`config.mk`:
```
export PLATFORM = sky130hd
export DESIGN_NAME = instr_field_decoder
export DESIGN_NICKNAME = d
export VERILOG_FILES = /design/src/rtl/ifd_pkg.sv /design/src/rtl/ifd_imm_gen.sv /design/src/rtl/ifd_classify.sv /design/src/rtl/ifd_out_stage.sv /design/src/rtl/instr_field_decoder.sv
export SDC_FILE = /design/constraint.sdc
export NUM_CORES = 1
export LEC_CHECK = 0
export BUFFER_PORTS_ARGS = -buffer_cell sky130_fd_sc_hd__buf_2
export CAP_MARGIN = 20
export CORE_MARGIN = 2
export CORE_UTILIZATION = 55
export DETAILED_ROUTE_END_ITERATION = 10
export PLACE_DENSITY = 0.84
export SYNTH_ARGS = -nofsm -noshare
export SYNTH_HDL_FRONTEND = slang
export SYNTH_SLANG_ARGS = --single-unit
export TNS_END_PERCENT = 10
```
`constraint.sdc`:
```
create_clock -name clk -period 3.05 [get_ports clk]
set_input_delay 0.61 -clock clk [delete_from_list [all_inputs] [get_ports clk]]
set_output_delay 0.61 -clock clk [all_outputs]
set_load 0.01 [all_outputs]
```
`src/rtl/ifd_pkg.sv`:
```
package ifd_pkg;
  localparam int IW   = 32;
  localparam int OPW  = 6;
  localparam int RW   = 5;
  localparam int NCLS = 12;

  localparam int C_ARITH = 0;
  localparam int C_LOGIC = 1;
  localparam int C_SHIFT = 2;
  localparam int C_MULDV = 3;
  localparam int C_SEXT  = 4;
  localparam int C_LOAD  = 5;
  localparam int C_STORE = 6;
  localparam int C_BRAN  = 7;
  localparam int C_JUMP  = 8;
  localparam int C_CMP   = 9;
  localparam int C_CSR   = 10;
  localparam int C_SYS   = 11;

  typedef struct packed {
    logic [NCLS-1:0] cls;
    logic            illegal;
    logic            nop;
    logic            halt;
    logic            trap_brk;
    logic            trap_sys;
    logic            rr_fmt;
    logic            shamt_chk;
    logic [RW-1:0]   ra;
    logic [RW-1:0]   rb;
    logic [RW-1:0]   rd;
    logic [IW-1:0]   imm;
  } dec_t;

  localparam int DW = $bits(dec_t);

  localparam dec_t DEC_NOP = '{cls: NCLS'(1), illegal: 1'b0, nop: 1'b1, halt: 1'b0,
                               trap_brk: 1'b0, trap_sys: 1'b0, rr_fmt: 1'b0,
                               shamt_chk: 1'b0, ra: '0, rb: '0, rd: '0, imm: '0};

  function automatic logic [IW-1:0] sx16(input logic [15:0] v);
    return {{(IW-16){v[15]}}, v};
  endfunction

  function automatic logic [IW-1:0] zx16(input logic [15:0] v);
    return {{(IW-16){1'b0}}, v};
  endfunction

  function automatic logic [IW-1:0] sx26x4(input logic [25:0] v);
    return {{(IW-28){v[25]}}, v, 2'b00};
  endfunction
endpackage

```
`src/rtl/ifd_imm_gen.sv`:
```
module ifd_imm_gen import ifd_pkg::*; (
  input  logic [OPW-1:0] op,
  input  logic [25:0]    field,
  output logic [IW-1:0]  imm
);
  logic [15:0] f16;
  assign f16 = field[15:0];

  always_comb begin
    case (op)
      6'd13, 6'd2, 6'd25, 6'd26, 6'd27, 6'd31,
      6'd4, 6'd7, 6'd10, 6'd11, 6'd16,
      6'd3, 6'd12, 6'd22:                     imm = sx16(f16);
      6'd1, 6'd6, 6'd8, 6'd9, 6'd14,
      6'd28, 6'd29:                           imm = zx16(f16);
      6'd24, 6'd30:                           imm = {f16, 16'h0000};
      6'd0, 6'd5, 6'd15, 6'd43:               imm = {{(IW-5){1'b0}}, f16[4:0]};
      6'd17, 6'd18, 6'd19, 6'd20, 6'd21,
      6'd23:                                  imm = sx16(f16) << 2;
      6'd56, 6'd62:                           imm = sx26x4(field);
      default:                                imm = '0;
    endcase
  end
endmodule

```
`src/rtl/ifd_classify.sv`:
```
module ifd_classify import ifd_pkg::*; (
  input  logic [OPW-1:0]  op,
  input  logic [RW-1:0]   fa,
  input  logic [RW-1:0]   fb,
  input  logic [15:0]     f16,
  input  logic            en_mul,
  input  logic            en_div,
  input  logic            en_shift,
  input  logic            en_sext,
  output logic [NCLS-1:0] cls,
  output logic            illegal,
  output logic            nop,
  output logic            halt,
  output logic            trap_brk,
  output logic            trap_sys,
  output logic            shamt_chk
);
  logic [NCLS-1:0] base;
  logic [4:0]      sh5;
  logic [RW-1:0]   fc;
  logic need_mul, need_div, need_sext, shl_op, shr_imm, shr_reg, sys_op, bad;

  assign sh5 = f16[4:0];
  assign fc  = f16[15:11];

  always_comb begin
    base = '0;
    case (op)
      6'd13, 6'd45, 6'd50:                                base[C_ARITH] = 1'b1;
      6'd1, 6'd6, 6'd8, 6'd9, 6'd14, 6'd24, 6'd30,
      6'd33, 6'd38, 6'd40, 6'd41, 6'd46:                  base[C_LOGIC] = 1'b1;
      6'd0, 6'd5, 6'd15, 6'd32, 6'd37, 6'd47:             base[C_SHIFT] = 1'b1;
      6'd2, 6'd34, 6'd35, 6'd49:                          base[C_MULDV] = 1'b1;
      6'd44, 6'd55:                                       base[C_SEXT]  = 1'b1;
      6'd4, 6'd7, 6'd10, 6'd11, 6'd16:                    base[C_LOAD]  = 1'b1;
      6'd3, 6'd12, 6'd22:                                 base[C_STORE] = 1'b1;
      6'd17, 6'd18, 6'd19, 6'd20, 6'd21, 6'd23:           base[C_BRAN]  = 1'b1;
      6'd48, 6'd54, 6'd56, 6'd62:                         base[C_JUMP]  = 1'b1;
      6'd25, 6'd26, 6'd27, 6'd28, 6'd29, 6'd31,
      6'd57, 6'd58, 6'd59, 6'd60, 6'd61, 6'd63:           base[C_CMP]   = 1'b1;
      6'd36, 6'd52:                                       base[C_CSR]   = 1'b1;
      6'd43:                                              base[C_SYS]   = 1'b1;
      default:                                            base = '0;
    endcase
  end

  assign need_mul  = (op == 6'd2)  || (op == 6'd34);
  assign need_div  = (op == 6'd35) || (op == 6'd49);
  assign need_sext = (op == 6'd44) || (op == 6'd55);
  assign shl_op    = (op == 6'd15) || (op == 6'd47);
  assign shr_imm   = (op == 6'd0)  || (op == 6'd5);
  assign shr_reg   = (op == 6'd32) || (op == 6'd37);
  assign sys_op    = (op == 6'd43);

  assign trap_brk  = sys_op && (sh5 == 5'd2);
  assign trap_sys  = sys_op && (sh5 == 5'd7);
  assign halt      = (op == 6'd40) && (fa == '0) && (fb == '0) && (fc == '0);
  assign nop       = (op == 6'd13) && (fa == '0) && (fb == '0) && (f16 == '0);
  assign shamt_chk = shr_reg && !en_shift;

  assign bad = (base == '0)
             | (need_mul  & ~en_mul)
             | (need_div  & ~en_div)
             | (need_sext & ~en_sext)
             | (shl_op    & ~en_shift)
             | (shr_imm   & ~en_shift & (sh5 != 5'd1))
             | (sys_op    & ~trap_brk & ~trap_sys);

  assign illegal = bad;
  assign cls     = bad  ? '0
                 : halt ? NCLS'(1) << C_SYS
                 : base;
endmodule

```
`src/rtl/ifd_out_stage.sv`:
```
module ifd_out_stage #(
  parameter int          W       = 8,
  parameter bit          REG_OUT = 1'b1,
  parameter logic [W-1:0] RST_VAL = '0
) (
  input  logic         clk,
  input  logic         rst,
  input  logic         in_valid,
  output logic         in_ready,
  input  logic [W-1:0] in_data,
  input  logic         out_ready,
  output logic         out_valid,
  output logic [W-1:0] out_data
);
  generate
    if (REG_OUT) begin : g_reg
      logic         v_q;
      logic [W-1:0] d_q;
      assign in_ready = !v_q || out_ready;
      always_ff @(posedge clk) begin
        if (rst) begin
          v_q <= 1'b0;
          d_q <= RST_VAL;
        end else if (in_ready) begin
          v_q <= in_valid;
          if (in_valid) d_q <= in_data;
        end
      end
      assign out_valid = v_q;
      assign out_data  = d_q;


      stall_hold_chk: assert property (@(posedge clk) disable iff (rst)
        (out_valid && !out_ready) |=> (out_valid && $stable(out_data)));
    end else begin : g_comb
      assign in_ready  = out_ready;
      assign out_valid = in_valid;
      assign out_data  = in_data;
    end
  endgenerate
endmodule

```
`src/rtl/instr_field_decoder.sv`:
```
module instr_field_decoder import ifd_pkg::*; #(
  parameter bit REG_OUT = 1'b1
) (
  input  logic            clk,
  input  logic            rst,
  input  logic            en_mul,
  input  logic            en_div,
  input  logic            en_shift,
  input  logic            en_sext,
  input  logic            in_valid,
  output logic            in_ready,
  input  logic [IW-1:0]   in_instr,
  input  logic            out_ready,
  output logic            out_valid,
  output logic [NCLS-1:0] out_class,
  output logic            out_illegal,
  output logic            out_nop,
  output logic            out_halt,
  output logic            out_trap_brk,
  output logic            out_trap_sys,
  output logic            out_rr_fmt,
  output logic            out_shamt_chk,
  output logic [RW-1:0]   out_ra,
  output logic [RW-1:0]   out_rb,
  output logic [RW-1:0]   out_rd,
  output logic [IW-1:0]   out_imm
);
  localparam logic [DW-1:0] NOP_WORD = DEC_NOP;

  logic [OPW-1:0] op;
  dec_t           d_c;
  dec_t           d_q;
  logic [DW-1:0]  d_q_bits;

  assign op        = in_instr[IW-1 -: OPW];
  assign d_c.rr_fmt = in_instr[IW-1];
  assign d_c.ra    = in_instr[25:21];
  assign d_c.rb    = in_instr[20:16];
  assign d_c.rd    = in_instr[IW-1] ? in_instr[15:11] : in_instr[20:16];

  ifd_imm_gen u_imm (
    .op    (op),
    .field (in_instr[25:0]),
    .imm   (d_c.imm)
  );

  ifd_classify u_cls (
    .op        (op),
    .fa        (in_instr[25:21]),
    .fb        (in_instr[20:16]),
    .f16       (in_instr[15:0]),
    .en_mul    (en_mul),
    .en_div    (en_div),
    .en_shift  (en_shift),
    .en_sext   (en_sext),
    .cls       (d_c.cls),
    .illegal   (d_c.illegal),
    .nop       (d_c.nop),
    .halt      (d_c.halt),
    .trap_brk  (d_c.trap_brk),
    .trap_sys  (d_c.trap_sys),
    .shamt_chk (d_c.shamt_chk)
  );

  ifd_out_stage #(.W(DW), .REG_OUT(REG_OUT), .RST_VAL(NOP_WORD)) u_out (
    .clk       (clk),
    .rst       (rst),
    .in_valid  (in_valid),
    .in_ready  (in_ready),
    .in_data   (d_c),
    .out_ready (out_ready),
    .out_valid (out_valid),
    .out_data  (d_q_bits)
  );

  assign d_q           = dec_t'(d_q_bits);
  assign out_class     = d_q.cls;
  assign out_illegal   = d_q.illegal;
  assign out_nop       = d_q.nop;
  assign out_halt      = d_q.halt;
  assign out_trap_brk  = d_q.trap_brk;
  assign out_trap_sys  = d_q.trap_sys;
  assign out_rr_fmt    = d_q.rr_fmt;
  assign out_shamt_chk = d_q.shamt_chk;
  assign out_ra        = d_q.ra;
  assign out_rb        = d_q.rb;
  assign out_rd        = d_q.rd;
  assign out_imm       = d_q.imm;


  illegal_no_class_chk: assert property (@(posedge clk) disable iff (rst)
    d_c.illegal |-> (d_c.cls == '0));

  legal_onehot_chk: assert property (@(posedge clk) disable iff (rst)
    !d_c.illegal |-> $onehot(d_c.cls));

  nop_alias_chk: assert property (@(posedge clk) disable iff (rst)
    d_c.nop |-> (!d_c.illegal && d_c.imm == '0 && d_c.cls[C_ARITH]));

  halt_alias_chk: assert property (@(posedge clk) disable iff (rst)
    d_c.halt |-> (d_c.cls == (NCLS'(1) << C_SYS)));

  shamt_rr_only_chk: assert property (@(posedge clk) disable iff (rst)
    d_c.shamt_chk |-> (d_c.rr_fmt && !d_c.illegal && !en_shift));
endmodule

```
* Word-level counts from Yosys, hierarchy flattened
Cells that the tools add are included.
Word-level totals: register bits 67, input port bits 40, output and inout port bits 68, logic and storage cells 141
Cells by class: eq/ne operators 62, multiplexer cells 16, bitwise operators 20, reduce and logical (&&, ||, !) cells 41
Operators by type and width (number):
- case mux 32 bit (6 select lines) | 1
- == test 6 bit, second input constant | 28
- == test 6 x 5 -> 1 bit, second input constant | 16
- == test 6 x 4 -> 1 bit, second input constant | 8
- == test 6 x 3 -> 1 bit, second input constant | 4
- two-way mux 12 bit | 2
- OR reduction 12 bit | 2
- zero test 16 bit | 1
- zero test 5 bit | 3
- OR reduction 14 bit | 1
- == test 6 x 2 -> 1 bit, second input constant | 2
- zero test 12 bit | 1
- two-way mux 1 bit | 12
- OR reduction 4 bit | 3
- OR reduction 6 bit | 2
- logical AND 1 bit | 9
- bitwise AND 1 bit | 8
- OR reduction 2 bit | 4
- logical OR 1 bit | 7
- OR reduction 7 bit | 1
- == test 6 x 1 -> 1 bit, second input constant | 1
- zero test 6 bit | 1
- NOT 1 bit | 6
- bitwise OR 1 bit | 6
- other kinds (8) | 10

* Logic depth before layout (Yosys ltp)
depth in word-level cells 11, depth in mapped cells 8, gate-level depth less buffers 5

* Hierarchy
Synthesis repeated with hierarchy kept, for this count alone.
Second synthesis, totals: cells, all modules 499, area total of the unflattened synthesis 4346.7 um^2
By module, submodules not included:
- ifd_out_stage | times used 1, cells each 306, area an instance 2966.6 um^2, sequential area each 1341.3 um^2
- ifd_classify | times used 1, cells each 103, area an instance 665.6 um^2, sequential area each 0.0 um^2
- ifd_imm_gen | times used 1, cells each 85, area an instance 658.1 um^2, sequential area each 0.0 um^2
- instr_field_decoder | times used 1, cells each 5, area an instance 56.3 um^2, sequential area each 0.0 um^2

* Worst setup path before layout
Ideal clock, no wire load.
kind in2reg, start input port in_instr[26], end register u_out.g_reg.d_q[5], in the netlist u_out.out_data[5], library setup time 0.133 ns, data arrival time 1.982 ns, required time 2.917 ns, path slack 0.935 ns, cell stages on the path 7, path buffers 2, path through buf_4 > buf_2 > or4_1 > a21oi_1 > nor3_2 > a32oi_1 > a21oi_1
Between the ends: longest elaborated chain between the ends 3, elaborated cells between the ends (all ways) 42, classes of those cells 34 x eq/ne; 1 x mux; 7 x reduce/logical
RTL lines:
- start: declaration | RTL line instr_field_decoder.sv:12 | input logic [IW-1:0] in_instr,
- == test 6 x 3 -> 1 bit (tied with other cells) | RTL line ifd_imm_gen.sv:10 | case (op)
- OR reduction 14 bit (tied with other cells) | RTL line ifd_imm_gen.sv:10
- case mux 32 bit (6 select lines) (*) | RTL line ifd_imm_gen.sv:10
- end signal: assignment | RTL line ifd_out_stage.sv:26 | if (in_valid) d_q <= in_data;
- end: declaration | RTL line ifd_out_stage.sv:18 | logic [W-1:0] d_q;
Mark *: on every way between the ends. The rest lies on a longest branch, timed or not. A chain may end at the register's enable or synchronous reset.

* Worst setup path in the final report
start input port in_instr[27], end register u_out.g_reg.d_q[13], in the netlist u_out.out_data[13]
Same word-level chain as after synthesis.

==> flow_summary_export.csv <==
group,metric,value,unit
final_layout,layout_common_cells,"buf_2, dfxtp_1, nand2_1, a21oi_1, nor2_1",
sta,tightest_slew,0.715,ns
drt,wl_per_cell,18.1,um
floorplan,die_y,83.3,um
pwr,vdd_drop_max,479,uV
setup_path,cp.arrival,2.39,ns
clocking,clk_path_buf_depth,2,
setup_path,cp_data_required_time,3.24,ns
sta,fin_crit_sh,72.0,%
grt,antenna_found_initial,0,
sta,fmaxAchievable,455,MHz
drt,drc,0,
clocking,clock_latency,0.34,ns
sta,slew_viol_final,0,
floorplan,rows,28,
setup_path,setup.worst_path.end_class,"flip-flop",
grt,grt_pass1_vias,3367,
clocking,cts_tree,"built",
grt,grt_max_degree,67,
drt,via_per_inst,6.37,
final_layout,syn2layout_area_growth,19.8,%
grt,grt_usage,29.5,%
yosys,synth_cell_types,64,
sta,skew,0.00608,ns
floorplan,core-area,0.00599,sq mm
final_layout,fin_nets,539,
final_layout,final_common_cell,"buf_2",
hold_path,worst_hold_path_type,"reg2reg",
place,port_buffers,107,
clocking,cts.repair.resized,0,
drt,vias,3687,
clocking,root_buffer,"clkbuf_8",
final_layout,n_antenna_cell,0,
flow_run,maxCapViolations,0,
final_layout,drive_above_1_share,29.4,%
yosys,yosysSeqAreaShare,38.8,%
clocking,cts_setup_buffers,0,
yosys,synth_edf_count,0,
yosys,netlist_instances,414,
clocking,cts_hold_buf,0,
yosys,synth_flop_cell,"dfxtp_1",
pwr,totalPowerFinal,2.08,mW
final_layout,fill_cells,488,
pwr,powerDensity,502,mW/mm^2
setup_path,cp_cell_sequence,"buf_2 > xor2_2 > or3_1 > nand3_1 > a32oi_1 > a21oi_1",
yosys,syn_area,0.00346,sq mm
setup_path,max_stage_delay,0.41,ns
floorplan,start_util,57.7,%
clocking,clkTransAtPathRegs,0.07,ns
clocking,cts_sinks,67,
sta,slew_headroom,52.1,%
floorplan,dieArea,0.00694,sq mm
setup_path,cp_slowest_cell,"xor2_2",
drt,ant_nets,0,
setup_path,critPathKind,"in2reg",
setup_path,start_kind,"input pin",
yosys,yosys_warnings,0,
clocking,cts_inserted_buffers,9,
sta,hold_ws,0.451,ns
status,status,"finished clean",
setup_path,worst-path-max-fanout,28,
drt,first_pass_iters,5,
floorplan,top_level_ports,108,
yosys,syn_nets,454,
place,dp_hpwl,7320,um
yosys,avgSynthCellArea,8.35,sq um
pwr,p_leak,1.72,nW
sta,layout_min_cycle_time,2.20,ns
sta,rsz0062_at_grt,"no",
yosys,synth.ff_latch_count,67,
drt,drt-initial-drc-count,465,
grt,overflow,0,
clocking,h-tree-depth,3,
floorplan,die_w,83.3,um
drt,drt_wl_total,10500,um
sta,finalSetupViolations,0,
yosys,synth-async-reset-ratio,0,%
sta,timing_hold_violations_final,0,
sta,tns,0,ns
grt,grt_pass1_wl,16700,um
place,gp_congestion,0.955,
layout make-up:
class | instances | area (sq um) | area share [%]
multi-input cells | 302 | 1910 | 46.0
flip-flops and latches | 67 | 1340 | 32.4
repair buffers | 112 | 573 | 13.8
clock buffers | 10 | 138 | 3.32
well taps | 75 | 93.8 | 2.27
clock inverters | 6 | 63.8 | 1.54
inverters | 7 | 26.3 | 0.634
state kept, by name, indices dropped and copies added (netlist names):
| register | cells |
|---|---|
| u_out.out_data | 66 |
| u_out.out_valid | 1 |
worst paths after layout:
| kind | startpoint | end | slack, ns | depth (start not counted) |
|---|---|---|---|---|
| max reg2reg | u_out.out_valid | u_out.out_data[60] | 1.19 | 5 |
| min reg2reg | u_out.out_data[38] | u_out.out_data[38] | 0.45 | 2 |
| max | in_instr[27] | u_out.out_data[13] | 0.85 | 6 |
| min | u_out.out_data[38] | u_out.out_data[38] | 0.45 | 2 |
cells by family after synthesis:
| family | share of synthesized area (%) |
|---|---|
| buffers and inverters | 6.11 |
| DFF | 38.8 |
| muxes | 1.45 |
| and+or+nand+nor | 21.2 |
| xor gates and xnor gates | 1.48 |
| AOI/OAI and AO/OA | 30.9 |
power breakdown:
group          switching [mW]  internal, mW
sequential             0.0236         0.919
clock                   0.359         0.400
combinational           0.242         0.134
total                   0.625          1.45
worst max-delay path, delay by kind of cell:
| kind | cells | cell delay (ns) |
|---|---|---|
| AOI/OAI and AO/OA | 2 | 0.47 |
| xor gates and xnor gates | 1 | 0.41 |
| buffers and inverters | 1 | 0.38 |
| and+or+nand+nor | 2 | 0.52 |
cell usage after synthesis, drive strengths merged (2+ instances only):
cell type,number,area (sq um)
buf,20,118
or4,4,33.8
a31oi,5,37.5
or2,3,18.8
a222oi,9,90.1
or3,4,25.0
xnor2,4,35.0
nor2,29,111
nand3b,2,15.0
mux2i,5,50.1
a211oi,16,120
inv,7,26.3
nor4,7,58.8
nor2b,5,31.3
a2bb2oi,3,26.3
nand2,43,161
o22ai,3,25.0
a31o,4,35.0
a22o,3,26.3
o31ai,2,28.8
nand3,5,25.0
a32o,7,70.1
nor3,13,75.1
a21oi,44,224
nor3b,2,15.0
dfxtp,67,1340
clkbuf,18,67.6
o211ai,3,27.5
o21ai,28,144
a211o,2,17.5
nand4,4,25.0
a32oi,11,96.3
o32ai,2,17.5
nand2b,13,81.3
a22oi,3,22.5
per-stage QoR:
stage               instances  instance area, sq um  worst slack [ns]  utilization [%]
finish                    579                  4140             0.853             69.2
global route              579                  4140             0.687             69.2
CTS                       579                  4140             0.896             69.2
detailed placement        563                  3940             0.550             65.8
global placement          563                  3940             0.564             65.8
floorplan                 414                  3460             0.935                -
metal layers:
layer  part of all wire, %  track usage, %
met4                   1.8            9.69
met1                    41            40.4
met5                     0               0
met3                    10            5.17
met2                    47            47.4
(Power assumes the default switching activity.)
